===== src/rtl/uart_irq_prio.sv =====
module uart_irq_prio #(
  parameter int CHAR_W   = 4,
  parameter int CNT_W    = 8,
  parameter int TO_CHARS = 4,
  parameter int TO_EXTRA = 12
) (
  input  logic              clk,
  input  logic              rst_n,
  input  logic              ier_wr,
  input  logic [7:0]        ier_wdata,
  input  logic              efr_en,
  input  logic              rx_char_stb,
  input  logic [3:0]        lsr_err,
  input  logic              lsr_rd,
  input  logic              rx_at_trig,
  input  logic              rx_nonempty,
  input  logic              rx_pop,
  input  logic              bit_tick,
  input  logic [CHAR_W-1:0] char_bits,
  input  logic              tx_ready_cond,
  input  logic [3:0]        msr_delta,
  input  logic              msr_rd,
  input  logic              xoff_det,
  input  logic              cts_n,
  input  logic              rts_n,
  input  logic              auto_cts_en,
  input  logic              auto_rts_en,
  input  logic              isr_rd,
  output logic [5:0]        isr,
  output logic              irq,
  output logic              sleep_en
);
  localparam logic [5:0] C_NONE = 6'h01, C_LS = 6'h06, C_TO = 6'h0C, C_RX = 6'h04,
                         C_TX = 6'h02, C_MS = 6'h00, C_XOFF = 6'h10, C_FLOW = 6'h20;

  logic [7:0] ier, en;
  logic ls_p, to_p, tx_p, ms_p, xo_p, cts_p, rts_p;
  logic tx_prev, cts_prev, rts_prev;
  logic [CNT_W-1:0] cnt, to_limit;
  logic tx_rise, cts_rise, rts_rise;

  assign en       = {ier[7:4] & {4{efr_en}}, ier[3:0]};
  assign sleep_en = en[4];
  assign to_limit = CNT_W'(TO_CHARS * int'(char_bits) + TO_EXTRA);
  assign tx_rise  = tx_ready_cond & ~tx_prev;
  assign cts_rise = auto_cts_en & cts_n & ~cts_prev;
  assign rts_rise = auto_rts_en & rts_n & ~rts_prev;

  always_ff @(posedge clk) begin
    if (!rst_n) begin
      ier <= '0; ls_p <= 1'b0; ms_p <= 1'b0;
      tx_prev <= 1'b0; cts_prev <= 1'b1; rts_prev <= 1'b1;
    end else begin
      if (ier_wr) ier <= ier_wdata;
      if (rx_char_stb && |lsr_err) ls_p <= 1'b1;
      else if (lsr_rd) ls_p <= 1'b0;
      if (|msr_delta) ms_p <= 1'b1;
      else if (msr_rd) ms_p <= 1'b0;
      tx_prev  <= tx_ready_cond;
      cts_prev <= cts_n;
      rts_prev <= rts_n;
    end
  end

  always_ff @(posedge clk) begin
    if (!rst_n || !rx_nonempty || rx_char_stb || rx_pop) begin
      cnt  <= '0;
      to_p <= 1'b0;
    end else if (bit_tick && !to_p) begin
      cnt <= CNT_W'(cnt + 1'b1);
      if (CNT_W'(cnt + 1'b1) == to_limit) to_p <= 1'b1;
    end
  end

  always_ff @(posedge clk) begin
    if (!rst_n) begin
      tx_p <= 1'b0; xo_p <= 1'b0; cts_p <= 1'b0; rts_p <= 1'b0;
    end else begin
      if (!tx_ready_cond) tx_p <= 1'b0;
      else if (tx_rise) tx_p <= 1'b1;
      else if (isr_rd && isr == C_TX) tx_p <= 1'b0;
      if (xoff_det) xo_p <= 1'b1;
      else if (isr_rd && isr == C_XOFF) xo_p <= 1'b0;
      if (cts_rise) cts_p <= 1'b1;
      else if (isr_rd && isr == C_FLOW) cts_p <= 1'b0;
      if (rts_rise) rts_p <= 1'b1;
      else if (isr_rd && isr == C_FLOW) rts_p <= 1'b0;
    end
  end

  always_comb begin
    if      (ls_p & en[2])                        isr = C_LS;
    else if (to_p & en[0])                        isr = C_TO;
    else if (rx_at_trig & en[0])                  isr = C_RX;
    else if (tx_p & en[1])                        isr = C_TX;
    else if (ms_p & en[3])                        isr = C_MS;
    else if (xo_p & en[5])                        isr = C_XOFF;
    else if ((cts_p & en[7]) | (rts_p & en[6]))   isr = C_FLOW;
    else                                          isr = C_NONE;
  end

  assign irq = ~isr[0];
endmodule


===== config.mk =====
export PLATFORM = sky130hd
export DESIGN_NAME = uart_irq_prio
export DESIGN_NICKNAME = d
export VERILOG_FILES = /design/src/rtl/uart_irq_prio.sv
export SDC_FILE = /design/constraint.sdc
export NUM_CORES = 1
export LEC_CHECK = 0
export BUFFER_PORTS_ARGS = -buffer_cell sky130_fd_sc_hd__buf_2
export CAP_MARGIN = 40
export CORE_AREA = 2 2 58 60
export CTS_CLUSTER_SIZE = 16
export DETAILED_ROUTE_END_ITERATION = 16
export DIE_AREA = 0 0 60 62
export PLACE_DENSITY = 0.73
export SYNTH_ARGS = -nofsm -noshare
export SYNTH_HDL_FRONTEND = slang
export SYNTH_SLANG_ARGS = --single-unit

===== constraint.sdc =====
create_clock -name clk -period 1.5 [get_ports clk]
set_input_delay 0.225 -clock clk [delete_from_list [all_inputs] [get_ports clk]]
set_output_delay 0.225 -clock clk [all_outputs]
set_load 0.02 [all_outputs]

==> Word-level counts from Yosys, hierarchy flattened <==
Cells that the tools add are included.
{ "word_totals": {"reg_bits": 26, "input_bits": 38, "output_inout_bits": 8} }
{ "op_classes": {"n_addsub": 2, "n_eq_ne": 4, "mux": 18, "bitwise_logic": 19, "reduce_logical": 21} }
{ "op_table": {"columns": ["op", "count"], "rows": [
  ["two-way mux 6 bit", 7],
  ["bitwise AND 1 bit", 13],
  ["nonzero test 2 bit", 6],
  ["two-way mux 1 bit", 11],
  ["adder 8 x 1 -> 8 bit, second input constant", 1],
  ["== test 8 x 7 -> 1 bit", 1],
  ["OR reduction 4 bit", 2],
  ["adder 6 x 4 -> 7 bit, second input constant", 1],
  ["== test 6 x 2 -> 1 bit, second input constant", 1],
  ["== test 6 x 5 -> 1 bit, second input constant", 1],
  ["== test 6 bit, second input constant", 1],
  ["logical AND 1 bit", 5],
  ["bitwise AND 4 bit", 1],
  ["inverter 1 bit", 4],
  ["AND reduction 2 bit", 2],
  ["zero test 1 bit", 3],
  ["logical OR 1 bit", 3],
  ["bitwise OR 1 bit", 1]
]} }

==> Longest topological paths before layout <==
{ "depth": {"ltp_word": 14, "depth_mapped": 7} }

==> Worst setup path after synthesis <==
OpenSTA, ideal clock, no wires.
{ "synth_timing": {"kind": "register to register", "start": "register to_p", "end": "register xo_p", "setup_time_ns": 0.115, "arrival_ns": 1.644, "required_time_ns": 1.385, "setup_slack_ns": -0.259, "path_stages_with_launch": 6, "n_path_buf": 0, "synth_period_minus_slack_ns": 1.759, "cell_sequence": "dfxtp_1 -> o21ai_1 -> nand2_1 -> nor3b_1 -> a21boi_1 -> o21a_1"} }
{ "synth_between": {"elab_chain_cells": 6} }
{ "synth_lines": {"columns": ["element", "line_no", "rtl"], "rows": [
  ["start, declared", "37", "logic ls_p, to_p, tx_p, ms_p, xo_p, cts_p, rts_p;"],
  ["start signal, assigned", "68", "to_p <= 1'b0;"],
  ["start signal, assigned", "71", "if (CNT_W'(cnt + 1'b1) == to_limit) to_p <= 1'b1;"],
  ["bitwise AND 1 bit", "93", "else if (to_p & en[0]) isr = C_TO;"],
  ["two-way mux 6 bit", "93", null],
  ["two-way mux 6 bit", "92", "if (ls_p & en[2]) isr = C_LS;"],
  ["net isr[2]", "29", "output logic [5:0] isr,"],
  ["== test 6 x 5 -> 1 bit", "83", "else if (isr_rd && isr == C_XOFF) xo_p <= 1'b0;"],
  ["logical AND 1 bit", "83", null],
  ["nonzero test 2 bit (no line)", null, null],
  ["end signal, assigned", "77", "tx_p <= 1'b0; xo_p <= 1'b0; cts_p <= 1'b0; rts_p <= 1'b0;"],
  ["end signal, assigned", "82", "if (xoff_det) xo_p <= 1'b1;"],
  ["end signal, assigned", "83", null],
  ["end, declared", "37", null]
]} }
The timed path passes the listed nets, and every way through them passes these cells.
A chain may end at the register's enable or synchronous reset.

==> Worst setup path in the final report <==
{ "layout_timing": {"start": "register tx_p", "end": "output irq"} }
{ "layout_between": {"elab_chain_cells": 6} }
{ "layout_lines": {"columns": ["element", "line_no", "rtl"], "rows": [
  ["start, declared", "37", null],
  ["start signal, assigned", "77", null],
  ["start signal, assigned", "79", "if (!tx_ready_cond) tx_p <= 1'b0;"],
  ["start signal, assigned", "80", "else if (tx_rise) tx_p <= 1'b1;"],
  ["bitwise AND 1 bit", "95", "else if (tx_p & en[1]) isr = C_TX;"],
  ["two-way mux 6 bit", "95", null],
  ["two-way mux 6 bit", "94", "else if (rx_at_trig & en[0]) isr = C_RX;"],
  ["two-way mux 6 bit", "93", null],
  ["two-way mux 6 bit", "92", null],
  ["inverter 1 bit", "102", "assign irq = ~isr[0];"],
  ["end, declared", "30", "output logic irq,"]
]} }
No other way between the ends.

==> summary.txt <==
Status
  • Status: finished, violations left
  • Failing checks: setup timing

Detailed routing
  • Via density: around 4.8
  • Post-DRT Antenna Nets: 0
  • Iter 0 DRT Violations: 41
  • WL final: 3.05 mm
  • Avg WL per Cell: 11.7 um
  • Via count: 1238
  • First drt pass iteration count: 4
  • # DRC: 0

Setup path
  • Crit. Startpoint: tx_p$_SDFFE_PN0P_
  • Crit path DAT: roughly 1400 ps
  • RR Startpoint: tx_p$_SDFFE_PN0P_
  • R2R Path End: rts_p$_SDFFE_PN0P_
  • Crit path capture: irq
  • Required @ worst endpoint: approximately 1300 ps
  • Cells on worst reg2reg path: 7
  • Worst reg2reg setup slack: 40 ps
  • Critical path class: register to primary output
  • Crit path launch type: register
  • CP Max Fanout: 3
  • Crit end category: primary output

STA
  • Clk_skew: roughly 3.7 ps
  • Setup-failing EPs final: 4
  • Unrepaired setup endpoints after global routing: true
  • Final slew viol count: 0
  • Fmax: between 600 and 700 MHz
  • Min Tclk post-route: 1640 ps
  • Worst slew margin relative to its limit: 83.4%
  • Post-route setup slack: -141 ps
  • Final hold viol count: 0
  • Slew @ Worst Pin: 246 ps
  • Fin crit share: 109%

Placement
  • GPL Wtd Cong: 0.882
  • Place WS: -49.4 ps
  • Placed inst area: roughly 0.0017 mm2
  • IO buf count: 45
  • Post-detail-place hpwl: approximately 2.2 mm

CTS
  • TritonCTS Buffers: 3
  • Clk sinks: 26
  • H-Tree Depth: 1
  • CTS root buffer: clkbuf_4
  • CTS clk-pin slew, worst paths: around 130 ps
  • CTS tree: yes
  • Hold Buf Count CTS: 0
  • Skew-Pair Late Insertion Delay: 310 ps
  • Clock Path Buffers: 2

Synthesis
  • Top cells by area, synth: dfxtp_1, xnor2_1, mux2i_1
  • Syn_nets: between 150 and 200
  • Unique cell type count in the Yosys netlist: 38
  • Async SR Flop Fraction: 0%
  • Seq/Total Area, Yosys: 39.3%
  • Yosys warns: 0
  • Mapped Area: about 0.0013 mm2
  • Top_reg_cell synth: dfxtp_1
  • Post-synth top cells: dfxtp_1, nand2_1, xnor2_1, nor2b_1
  • Post-synth EDFFs: 0
  • Most frequent cell after synthesis: dfxtp_1
  • Mapped Cells: 149
  • Syn avg cell area: between 8 and 9 um2
  • Synth area leader: dfxtp_1
  • Synth top area share: 39.3%
  • Post-synthesis register bit count: 26

Global route
  • Vias in the first global route: 1132
  • Initial antenna violation count: 0
  • First-pass GRT wire length: 4.71 mm
  • Tot GR Track Use: 16.6%
  • Largest net degree at the start of global routing: 18
  • Grt ovf: 0

Floorplanning
  • Chip width: 60 um
  • Initial Util: 41.7%
  • Core area: 0.00318 mm2
  • Site Rows: 21
  • I/O pins: 46
  • Chip height: 62 um
  • Die area: approximately 0.0037 mm2

Final layout
  • Post-Layout Inst Area: 0.00189 mm2
  • Area occupied by multi-input gates: 831 um2
  • Area Overhead vs Synth: 42.9%
  • Final Core Density: 59.5%
  • Nets: 257
  • Largest regs: cnt (8), ier (8)
  • Share of cells above drive strength 1: 44.4%
  • Fillers: ~290
  • Antenna Cells: 0
  • FF+latch area: 539 um2

Pwr
  • Total power: 1.27 mW
  • Peak VDD IR: 247 uV
  • Power per Cell Area: 672 mW/mm2
  • Leak Pwr: roughly 0.84 nW

Worst hold path
  • Hold crit path type: input pin to register

Flow run
  • Max cap viols: 0
## metal layers
layer | track usage, % | vias to the layer above | share of wire [%]
met1 | 21.1 | 562 | 46
met5 | 0 | - | 0
met4 | 3.81 | 0 | 0
li1 | - | 640 | -
met2 | 29.5 | 36 | 49
met3 | 2.69 | 0 | 4.8
## placed cells by master, fill, tap and decap left out, types with 2 or more instances in the layout
master,synthesis,routed
a21boi_0,3,3
a21oi_1,3,3
and2_1,4,4
buf_2,0,39
buf_4,0,21
buf_6,0,6
clkbuf_4,0,3
dfxtp_1,26,17
dfxtp_2,0,6
dfxtp_4,0,3
ha_1,3,3
inv_1,6,5
mux2i_1,8,8
nand2_1,13,11
nand2_2,0,2
nand2b_1,6,5
nand3_1,5,4
nand4_1,5,5
nor2_1,8,7
nor2_4,1,2
nor2b_1,9,9
nor3_1,2,2
o21a_1,2,2
o21ai_0,5,5
o22ai_1,2,2
or3_2,2,2
xnor2_1,10,9
xor2_1,5,5
## kinds of logic after synthesis
group | after synthesis | share of synthesized area [%]
flops | 26 | 39.3
fa+ha+maj | 3 | 2.83
mux | 8 | 6.04
compound gates | 23 | 11.1
buf+inv | 10 | 2.83
simple gates | 64 | 28.0
xor+xnor | 15 | 9.91
## worst min-delay path by stage
stage | end | cells past startpoint | start | slack, ps
3_3_place_gp | tx_p$_SDFFE_PN0P_ | 1 | tx_prev$_SDFF_PN0_ | 400
5_1_grt | cts_prev$_SDFF_PN1_ | 2 | cts_n | 90
3_5_place_dp | tx_p$_SDFFE_PN0P_ | 1 | tx_prev$_SDFF_PN0_ | 400
6_report | cts_prev$_SDFF_PN1_ | 2 | cts_n | 100
4_1_cts | cts_prev$_SDFF_PN1_ | 2 | cts_n | 90
2_1_floorplan | cts_prev$_SDFF_PN1_ | 1 | cts_n | 330
## per-stage QoR
stage | setup TNS [ps] | hold WS, ps | std cells
5_1_grt | -736 | 87.5 | 260
2_1_floorplan | 0 | 326 | 149
3_3_place_gp | 0 | 396 | 249
6_report | -454 | 97.5 | 260
4_1_cts | -199 | 93.8 | 259
3_5_place_dp | -49.4 | 405 | 249
## area by class of cell
cell class | instances | area share (%)
well taps | 46 | 3.04
multi-input cells | 113 | 43.9
repair buffers | 66 | 22.2
clock buffers | 3 | 1.19
flip-flops and latches | 26 | 28.5
inverters | 6 | 1.19
## worst max-delay path, stage by stage, from the launching register on
cell and delay (ps):
dfxtp_2 350, a22oi_2 210, nand4_1 190, nand2b_4 200, buf_4 150
## repair_timing
item,4_1_cts,5_1_grt
pin swaps,5,6
resized for setup,19,17
setup endpoints to repair,6,7
setup buffers,7,2
## power breakdown
part	switching, mW	internal [mW]
Combinational	0.115	0.143
Sequential	0.0139	0.713
Clock	0.194	0.0939
Total	0.323	0.949
Note: power is estimated with default switching activity, not from simulation.
